File: src/rtl/pcm_port_pkg.sv
package pcm_port_pkg;
  typedef enum logic {FRAME_SHORT = 1'b0, FRAME_LONG = 1'b1} frame_e;
endpackage

File: src/rtl/pcm_sync.sv
module pcm_sync #(
  parameter int          W       = 4,
  parameter int          STAGES  = 2,
  parameter logic [W-1:0] RST_VAL = '0
) (
  input  logic         clk_i,
  input  logic         rst_ni,
  input  logic [W-1:0] d_i,
  output logic [W-1:0] q_o
);
  logic [STAGES-1:0][W-1:0] stg_q;

  always_ff @(posedge clk_i or negedge rst_ni) begin
    if (!rst_ni) stg_q <= {STAGES{RST_VAL}};
    else         stg_q <= {stg_q[STAGES-2:0], d_i};
  end

  assign q_o = stg_q[STAGES-1];
endmodule

File: src/rtl/pcm_frame_det.sv
module pcm_frame_det
  import pcm_port_pkg::*;
(
  input  logic clk_i,
  input  logic rst_ni,
  input  logic bclk_s_i,
  input  logic fs_s_i,
  output logic rise_o,
  output logic fall_o,
  output logic start_o,   // falling edge that first sees frame sync high
  output logic launch_o   // transmit slot begins this cycle
);
  logic   bclk_d_q, fs_fall_q, second_q, pend_q, armed_q;
  frame_e mode_q;
  logic   long_go;

  assign rise_o  = bclk_s_i & ~bclk_d_q;
  assign fall_o  = ~bclk_s_i & bclk_d_q;
  assign start_o = fall_o & fs_s_i & ~fs_fall_q;
  // long timing: first bit once both frame sync and bit clock are high
  assign long_go = fs_s_i & bclk_s_i & ~armed_q;
  assign launch_o = (mode_q == FRAME_LONG) ? long_go : (rise_o & pend_q);

  always_ff @(posedge clk_i or negedge rst_ni) begin
    if (!rst_ni) begin
      bclk_d_q  <= 1'b0;
      fs_fall_q <= 1'b0;
      second_q  <= 1'b0;
      pend_q    <= 1'b0;
      armed_q   <= 1'b0;
      mode_q    <= FRAME_LONG;
    end else begin
      bclk_d_q <= bclk_s_i;
      if (!fs_s_i)       armed_q <= 1'b0;
      else if (bclk_s_i) armed_q <= 1'b1;
      if (fall_o) begin
        fs_fall_q <= fs_s_i;
        second_q  <= start_o;
        pend_q    <= start_o;
        // second falling edge of the pulse decides the type
        if (second_q) mode_q <= fs_s_i ? FRAME_LONG : FRAME_SHORT;
      end else if (rise_o) begin
        pend_q <= 1'b0;
      end
    end
  end
endmodule

File: src/rtl/pcm_tx.sv
module pcm_tx #(
  parameter int SAMPLE_W = 14,
  parameter int WORD_W   = 16
) (
  input  logic                clk_i,
  input  logic                rst_ni,
  input  logic                launch_i,
  input  logic                rise_i,
  input  logic                mute_n_i,
  input  logic [SAMPLE_W-1:0] sample_i,
  output logic                sdo_o,
  output logic                oe_o
);
  localparam int PAD_W = WORD_W - SAMPLE_W;
  localparam int CNT_W = $clog2(WORD_W + 1);

  logic [WORD_W-1:0] sh_q;
  logic [CNT_W-1:0]  cnt_q;
  logic              oe_q;

  always_ff @(posedge clk_i or negedge rst_ni) begin
    if (!rst_ni) begin
      sh_q  <= '0;
      cnt_q <= '0;
      oe_q  <= 1'b0;
    end else if (launch_i) begin
      sh_q  <= {sample_i, {PAD_W{1'b0}}};
      cnt_q <= CNT_W'(1);
      oe_q  <= mute_n_i;  // mute only acts at a slot boundary
    end else if (rise_i && oe_q) begin
      if (cnt_q == CNT_W'(WORD_W)) begin
        oe_q <= 1'b0;
      end else begin
        sh_q  <= {sh_q[WORD_W-2:0], 1'b0};
        cnt_q <= cnt_q + CNT_W'(1);
      end
    end
  end

  assign sdo_o = oe_q & sh_q[WORD_W-1];
  assign oe_o  = oe_q;
endmodule

File: src/rtl/pcm_rx.sv
module pcm_rx #(
  parameter int SAMPLE_W = 14,
  parameter int WORD_W   = 16
) (
  input  logic                clk_i,
  input  logic                rst_ni,
  input  logic                fall_i,
  input  logic                start_i,
  input  logic                fs_s_i,
  input  logic                sdi_s_i,
  input  logic                mute_n_i,
  output logic [SAMPLE_W-1:0] sample_o,
  output logic                valid_o
);
  localparam int CNT_W = $clog2(WORD_W + 2);

  logic [WORD_W-1:0]   sh_q, sh_nx;
  logic [CNT_W-1:0]    cnt_q;
  logic                act_q, long_q, long_now, done;
  logic [SAMPLE_W-1:0] sample_q;
  logic                valid_q;

  assign sh_nx    = {sh_q[WORD_W-2:0], sdi_s_i};
  assign long_now = (cnt_q == CNT_W'(1)) ? fs_s_i : long_q;
  // short frames capture one leading extra bit, so they end one edge later
  assign done = long_now ? (cnt_q == CNT_W'(WORD_W - 1)) : (cnt_q == CNT_W'(WORD_W));

  always_ff @(posedge clk_i or negedge rst_ni) begin
    if (!rst_ni) begin
      sh_q     <= '0;
      cnt_q    <= '0;
      act_q    <= 1'b0;
      long_q   <= 1'b1;
      sample_q <= '0;
      valid_q  <= 1'b0;
    end else begin
      valid_q <= 1'b0;
      if (fall_i) begin
        if (start_i) begin
          sh_q  <= sh_nx;
          cnt_q <= CNT_W'(1);
          act_q <= 1'b1;
        end else if (act_q) begin
          sh_q  <= sh_nx;
          cnt_q <= cnt_q + CNT_W'(1);
          if (cnt_q == CNT_W'(1)) long_q <= fs_s_i;
          if (done) begin
            act_q    <= 1'b0;
            valid_q  <= 1'b1;
            sample_q <= mute_n_i ? sh_nx[WORD_W-1 -: SAMPLE_W] : '0;
          end
        end
      end
    end
  end

  assign sample_o = sample_q;
  assign valid_o  = valid_q;
endmodule

File: src/rtl/pcm_port.sv
module pcm_port #(
  parameter int SAMPLE_W    = 14,
  parameter int WORD_W      = 16,
  parameter int SYNC_STAGES = 2
) (
  input  logic                clk_i,
  input  logic                rst_ni,
  input  logic                bclk_i,
  input  logic                fs_i,
  input  logic                sdi_i,
  input  logic                mute_ni,
  input  logic [SAMPLE_W-1:0] tx_sample_i,
  output logic                sdo_o,
  output logic                sdo_oe_o,
  output logic [SAMPLE_W-1:0] rx_sample_o,
  output logic                rx_valid_o
);
  logic [3:0] pins_s;
  logic       bclk_s, fs_s, sdi_s, mute_n_s;
  logic       rise_w, fall_w, start_w, launch_w;

  pcm_sync #(.W(4), .STAGES(SYNC_STAGES), .RST_VAL(4'b0000)) u_sync (
    .clk_i  (clk_i),
    .rst_ni (rst_ni),
    .d_i    ({mute_ni, sdi_i, fs_i, bclk_i}),
    .q_o    (pins_s)
  );
  assign {mute_n_s, sdi_s, fs_s, bclk_s} = pins_s;

  pcm_frame_det u_det (
    .clk_i    (clk_i),
    .rst_ni   (rst_ni),
    .bclk_s_i (bclk_s),
    .fs_s_i   (fs_s),
    .rise_o   (rise_w),
    .fall_o   (fall_w),
    .start_o  (start_w),
    .launch_o (launch_w)
  );

  pcm_tx #(.SAMPLE_W(SAMPLE_W), .WORD_W(WORD_W)) u_tx (
    .clk_i    (clk_i),
    .rst_ni   (rst_ni),
    .launch_i (launch_w),
    .rise_i   (rise_w),
    .mute_n_i (mute_n_s),
    .sample_i (tx_sample_i),
    .sdo_o    (sdo_o),
    .oe_o     (sdo_oe_o)
  );

  pcm_rx #(.SAMPLE_W(SAMPLE_W), .WORD_W(WORD_W)) u_rx (
    .clk_i    (clk_i),
    .rst_ni   (rst_ni),
    .fall_i   (fall_w),
    .start_i  (start_w),
    .fs_s_i   (fs_s),
    .sdi_s_i  (sdi_s),
    .mute_n_i (mute_n_s),
    .sample_o (rx_sample_o),
    .valid_o  (rx_valid_o)
  );
endmodule

File: config.mk
export PLATFORM = sky130hd
export DESIGN_NAME = pcm_port
export DESIGN_NICKNAME = d
export VERILOG_FILES = /design/src/rtl/pcm_port_pkg.sv /design/src/rtl/pcm_sync.sv /design/src/rtl/pcm_frame_det.sv /design/src/rtl/pcm_tx.sv /design/src/rtl/pcm_rx.sv /design/src/rtl/pcm_port.sv
export SDC_FILE = /design/constraint.sdc
export NUM_CORES = 1
export LEC_CHECK = 0
export CELL_PAD_IN_SITES_DETAIL_PLACEMENT = 0
export CELL_PAD_IN_SITES_GLOBAL_PLACEMENT = 1
export CORE_MARGIN = 8
export CORE_UTILIZATION = 48
export DETAILED_ROUTE_END_ITERATION = 8
export HOLD_SLACK_MARGIN = 0.03
export PLACE_DENSITY_LB_ADDON = 0.1
export SLEW_MARGIN = 5
export SYNTH_ARGS = -nofsm -noshare
export SYNTH_HDL_FRONTEND = slang
export SYNTH_SLANG_ARGS = --single-unit
File: constraint.sdc
create_clock -name clk_i -period 5.2 [get_ports clk_i]
set_clock_uncertainty 0.1 [all_clocks]
set_input_delay 0.52 -clock clk_i [delete_from_list [all_inputs] [get_ports clk_i]]
set_output_delay 0.52 -clock clk_i [all_outputs]
set_load 0.1 [all_outputs]
Word-level counts from Yosys, hierarchy flattened
Index checks and enable logic that the tools add are counted.
{"block": "word_totals", "ff_bits": 73, "rom_bits": 0, "latch_bits": 0, "n_memories": 0, "out_inout_bits": 17, "mem_bits_rw": 0, "elab_cells": 78, "input_bits": 20}
{"block": "op_classes", "shift": 0, "reduce_logical": 11, "muxes": 29, "bitwise": 13, "div_mod_pow": 0, "n_mul": 0, "add_sub_neg": 2, "eq_ne": 6, "magnitude_cmp": 0}
{"operator": "$mux 16", "count": 3}
{"operator": "$mux 15", "count": 2}
{"operator": "$mux 5", "count": 5}
{"operator": "$mux 1", "count": 18}
{"operator": "$mux 14", "count": 1}
{"operator": "$add 5x1->5 const B", "count": 2}
{"operator": "$eq 5x5->1 const B", "count": 2}
{"operator": "$and 1x1->1", "count": 8}
{"operator": "$reduce_and 2->1", "count": 4}
{"operator": "$reduce_bool 2->1", "count": 4}
{"operator": "$eq 5x1->1 const B", "count": 1}
{"operator": "$eq 5x4->1 const B", "count": 1}
{"operator": "$not 1->1", "count": 5}
{"operator": "$ne 2x2->1 const B", "count": 2}
{"operator": "$reduce_and 4->1", "count": 1}
{"operator": "$reduce_and 3->1", "count": 1}
{"operator": "$logic_and 1x1->1", "count": 1}

Depth between registers and ports, before layout
{"block": "logic_depth", "word_depth": 7, "depth_mapped": 9, "ltp_nobuf": 6}

Hierarchy
Synthesis repeated with hierarchy kept, for this count alone.
{"block": "unflattened", "hier_cells": 288, "hier_area_um2": 3196.8}
{"module": "pcm_rx", "seq_area_each_um2": 927.1, "n_inst": 1, "area_per_inst_um2": 1626.6, "cells_per_inst": 136}
{"module": "pcm_tx", "seq_area_each_um2": 500.5, "n_inst": 1, "area_per_inst_um2": 1067.3, "cells_per_inst": 116}
{"module": "pcm_frame_det", "seq_area_each_um2": 151.4, "n_inst": 1, "area_per_inst_um2": 272.8, "cells_per_inst": 24}
{"module": "pcm_sync", "seq_area_each_um2": 200.2, "n_inst": 1, "area_per_inst_um2": 230.2, "cells_per_inst": 12}

Worst setup path before layout
No wires, ideal clock.
{"block": "synth_path", "path_kind": "register to output", "startpoint": "register u_tx.oe_q (netlist: u_tx.oe_o)", "endpoint": "output port sdo_o", "t_required_ps": 4580, "arrival_ps": 1807, "stages_incl_launch_ff": 2, "path_slack_ps": 2773, "cell_sequence": "dfrtp_1 > and2_1"}
{"block": "synth_between", "elab_chain_len": 1}
{"element": "from (decl)", "line": "pcm_tx.sv:19", "text": "logic oe_q;"}
{"element": "from (signal assigned)", "line": "pcm_tx.sv:29", "text": "oe_q <= mute_n_i;"}
{"element": "$and 1x1->1", "line": "pcm_tx.sv:40", "text": "assign sdo_o = oe_q & sh_q[WORD_W-1];"}
{"element": "to (decl)", "line": "pcm_port.sv:13", "text": "output logic sdo_o,"}
No other way between the ends.

Worst setup path in the final report
Same ends and word-level chain as after synthesis.

==> impl_metrics.xml <==
<?xml version="1.0" encoding="UTF-8"?>
<metrics>
  <group name="clock_tree">
    <metric name="clock-sinks" unit="">71</metric>
    <metric name="cts-htree-levels" unit="">3</metric>
    <metric name="post-cts-setup-buffer-count" unit="">0</metric>
    <metric name="cts_max_path_buffers" unit="">2</metric>
    <metric name="cts_root_buf" unit="">clkbuf_8</metric>
    <metric name="clk_pin_slew_worst_paths" unit="ns">0.08</metric>
    <metric name="clkLatencyLatePin" unit="ns">0.33</metric>
    <metric name="cts_tree" unit="">yes</metric>
    <metric name="cts_hold_buf" unit="">0</metric>
    <metric name="cts_repair_resize_count" unit="">0</metric>
    <metric name="total_clock_buffers_created_by_cts" unit="">9</metric>
  </group>
  <group name="final_layout">
    <metric name="share_of_cells_above_drive_strength_1" unit="">0.1462</metric>
    <metric name="number_of_fill_cells_in_the_layout" unit="">550</metric>
    <metric name="design.final.nets" unit="">322</metric>
    <metric name="final_common_cell" unit="">dfrtp_1</metric>
    <metric name="antenna_cells_inserted" unit="">0</metric>
    <metric name="area_delta_synth_final" unit="%">20.58</metric>
    <metric name="mostFrequentLayoutCells" unit="">69 x dfrtp_1, 39 x nand2_1, 35 x clkdlybuf4s50_1, 28 x mux2i_1, 21 x inv_1</metric>
    <metric name="seq_area" unit="um^2">1779</metric>
    <metric name="multi_input_comb_area" unit="um^2">1117</metric>
  </group>
  <group name="yosys">
    <metric name="synthesis.nets" unit="">282</metric>
    <metric name="synth-seq-cells" unit="">71</metric>
    <metric name="edff_count_synth" unit="">0</metric>
    <metric name="netlist.area_leader.share" unit="">0.5670</metric>
    <metric name="post-synth-top-area-cell" unit="">dfrtp_1</metric>
    <metric name="synth_top_cells_by_area" unit="">dfrtp_1 57%, mux2i_1 9.2%, mux2_2 5.9%</metric>
    <metric name="synthesis.yosys.warnings" unit="">0</metric>
    <metric name="synth_area_per_cell" unit="um^2">11.90</metric>
    <metric name="seq_area_frac_synth" unit="">0.5842</metric>
    <metric name="synth_area" unit="um^2">3045</metric>
    <metric name="synth_async_sr_flop_share" unit="">1.000</metric>
    <metric name="post_synth_inst_count" unit="">256</metric>
    <metric name="dominantRegCellSynth" unit="">dfrtp_1</metric>
    <metric name="yosysUniqueCellTypes" unit="">38</metric>
  </group>
  <group name="sta">
    <metric name="timing.final.crit_period" unit="ns">2.615</metric>
    <metric name="worst_pin_slew" unit="ns">0.9789</metric>
    <metric name="final_hold_violation_count" unit="">0</metric>
    <metric name="timing.final.max_slew_violations" unit="">0</metric>
    <metric name="maxSlewHeadroom" unit="">0.3454</metric>
    <metric name="post_route_setup_tns" unit="ns">0</metric>
    <metric name="grt_setup_unrepaired" unit="">no</metric>
    <metric name="post-route-period-util" unit="">0.5028</metric>
    <metric name="worst_hold_slack" unit="ns">0.2534</metric>
    <metric name="maxClockFrequency" unit="MHz">382.5</metric>
    <metric name="finalSetupViolations" unit="">0</metric>
  </group>
  <group name="power_and_ir_drop">
    <metric name="leakage" unit="nW">1.576</metric>
    <metric name="comb_power_share" unit="">0.218</metric>
    <metric name="cell_internal_power" unit="mW">1.167</metric>
    <metric name="power_per_cell_area" unit="nW/um^2">456.9</metric>
    <metric name="share_seq_of_total_power" unit="">0.485</metric>
    <metric name="net-switching-power" unit="uW">510.6</metric>
    <metric name="power.total" unit="mW">1.678</metric>
    <metric name="ir_worst_vdd" unit="V">0.0003086</metric>
    <metric name="pwr-share-clk" unit="">0.297</metric>
    <metric name="p_sw_frac" unit="">0.3043</metric>
  </group>
  <group name="route">
    <metric name="routedWlPerCell" unit="um">13.67</metric>
    <metric name="route.detailed.drc" unit="">0</metric>
    <metric name="route.final.wire_length" unit="um">5166</metric>
    <metric name="first_pass_iters" unit="">4</metric>
    <metric name="drt.antenna.violating_nets" unit="">0</metric>
    <metric name="drt_iter0_drc" unit="">47</metric>
    <metric name="drt-vias-per-instance" unit="">4.987</metric>
    <metric name="num_vias" unit="">1885</metric>
  </group>
  <group name="placement">
    <metric name="hpwl" unit="um">3406</metric>
    <metric name="place_congestion" unit="">0.7331</metric>
    <metric name="buffer_ports.inserted" unit="">36</metric>
  </group>
  <group name="worst_setup_path">
    <metric name="r2r-start" unit="">u_sync.q_o[0]</metric>
    <metric name="r2r_setup_slack" unit="ns">2.98</metric>
    <metric name="critPathMaxStageDelay" unit="ns">1.12</metric>
    <metric name="worstSetupStartpointType" unit="">flip-flop</metric>
    <metric name="worst-endpoint-arrival" unit="ns">1.99</metric>
    <metric name="worst-endpoint-required" unit="ns">4.58</metric>
    <metric name="r2r_cells" unit="">6</metric>
    <metric name="critical_path_peak_fanout" unit="">5</metric>
    <metric name="endpoint_kind" unit="">output pin</metric>
    <metric name="worstReg2RegEnd" unit="">u_rx.sample_o[7]</metric>
    <metric name="timing.critical_path.cells" unit="">and2_1, clkdlybuf4s50_1</metric>
    <metric name="worstSetupPathType" unit="">reg2out</metric>
    <metric name="crit_path_top_delay_cell" unit="">clkdlybuf4s50_1</metric>
  </group>
  <group name="status">
    <metric name="status" unit="">finished clean</metric>
  </group>
  <group name="die">
    <metric name="die_area" unit="um^2">9150</metric>
    <metric name="core-area" unit="um^2">6241</metric>
    <metric name="die_w" unit="um">95.66</metric>
    <metric name="die_height" unit="um">95.66</metric>
    <metric name="floorplan.initialDensity" unit="">0.4880</metric>
    <metric name="row_count" unit="">29</metric>
    <metric name="pin_count" unit="">37</metric>
  </group>
  <group name="global_route">
    <metric name="antenna_found_initial" unit="">0</metric>
    <metric name="grt_ovf" unit="">0</metric>
    <metric name="first_global_vias" unit="">1970</metric>
    <metric name="first_pass_grt_wire_length" unit="um">8976</metric>
    <metric name="grt_start_max_net_pins" unit="">72</metric>
    <metric name="grt.total_usage" unit="">0.1263</metric>
  </group>
  <group name="flow_run">
    <metric name="maxCapViolCount" unit="">0</metric>
  </group>
  <group name="hold_path">
    <metric name="hold-path-cell-count" unit="">0</metric>
    <metric name="min_path_type" unit="">reg2reg</metric>
    <metric name="hold_path_end" unit="">u_sync.q_o[0]</metric>
    <metric name="worstHoldStart" unit="">u_sync.stg_q[0]</metric>
  </group>
</metrics>
per-layer routing:
| metal | up-vias | GRT usage | wire length [um] |
|---|---|---|---|
| met4 | 0 | 0.07298 | 110 |
| met2 | 35 | 0.1931 | 2290 |
| met1 | 913 | 0.1600 | 2533 |
| met5 | - | 0 | 0 |
| met3 | 9 | 0.03071 | 231 |
| li1 | 928 | - | - |
power groups by stage:
stage	registers [mW]	clock network [mW]	logic, mW
CTS	0.815	0.513	0.372
floorplan	0.843	0	0.247
global placement	0.823	0	0.366
finish	0.815	0.498	0.365
detailed placement	0.826	0	0.371
global route	0.839	0.537	0.412
worst max path at each step:
stage | startpoint | to | slack [ns] | cells past startpoint
6_report | u_tx.oe_o | sdo_o | 2.59 | 2
5_1_grt | u_tx.oe_o | sdo_o | 2.52 | 2
4_1_cts | u_tx.oe_o | sdo_o | 2.55 | 2
3_5_place_dp | u_tx.oe_o | sdo_o | 2.93 | 2
3_3_place_gp | u_tx.oe_o | sdo_o | 2.95 | 2
2_1_floorplan | u_tx.oe_o | sdo_o | 2.77 | 1
flip-flops by register name, summed over array words and instances, names as in the netlist:
name / cells
u_tx.cnt_q: 5
u_det.mode_q: 1
u_rx.sh_q: 15
u_det.fs_fall_q: 1
u_tx.oe_o: 1
u_det.second_q: 1
u_rx.long_q: 1
u_rx.valid_o: 1
u_sync.stg_q: 4
u_det.armed_q: 1
u_sync.q_o: 4
u_det.pend_q: 1
u_rx.sample_o: 14
u_tx.sh_q: 14
u_rx.act_q: 1
u_det.bclk_d_q: 1
u_rx.cnt_q: 5
cell type report:
cell class / instances / area share
sequential: 71 / 0.4845
multi-input combinational: 155 / 0.3043
timing repair buffer: 38 / 0.1009
clock buffer: 11 / 0.04123
tap: 77 / 0.02624
clock inverter: 5 / 0.02147
inverter: 21 / 0.02147
Yosys cell counts (all sizes together), types with 3 or more instances:
library cell and number:
dfrtp 69, nand2 39, mux2i 28, inv 21, o21ai 20, mux2 16
nor2 12, ha 6, buf 5, xor2 5, clkbuf 4, nand4 4
and2 3, xnor2 3
critical path: cells and delay by family (launching register included):
family / cells / cell delay [ns]
and+or+nand+nor: 1 / 0.14
buffers and inverters: 1 / 1.12
DFF: 1 / 0.40
cell families after synthesis:
kind of cell / Yosys count / synth area share
AO/OA/AOI/OAI: 27 / 0.05341
XOR/XNOR: 8 / 0.02301
flip-flops: 71 / 0.5842
multiplexers: 44 / 0.1512
AND/OR/NAND/NOR: 70 / 0.1134
adder cells (fa/ha/maj): 6 / 0.02465
buffers and inverters: 30 / 0.05012
per-stage QoR:
stage / util / cell area (um^2) / std cells / setup WS [ns]
2_1_floorplan: - / 3045 / 256 / 2.773
3_3_place_gp: 0.5515 / 3442 / 362 / 2.954
3_5_place_dp: 0.5515 / 3442 / 362 / 2.930
4_1_cts: 0.5884 / 3672 / 378 / 2.548
5_1_grt: 0.5884 / 3672 / 378 / 2.523
6_report: 0.5884 / 3672 / 378 / 2.585
No activity file was read; power rests on OpenSTA's default activity.
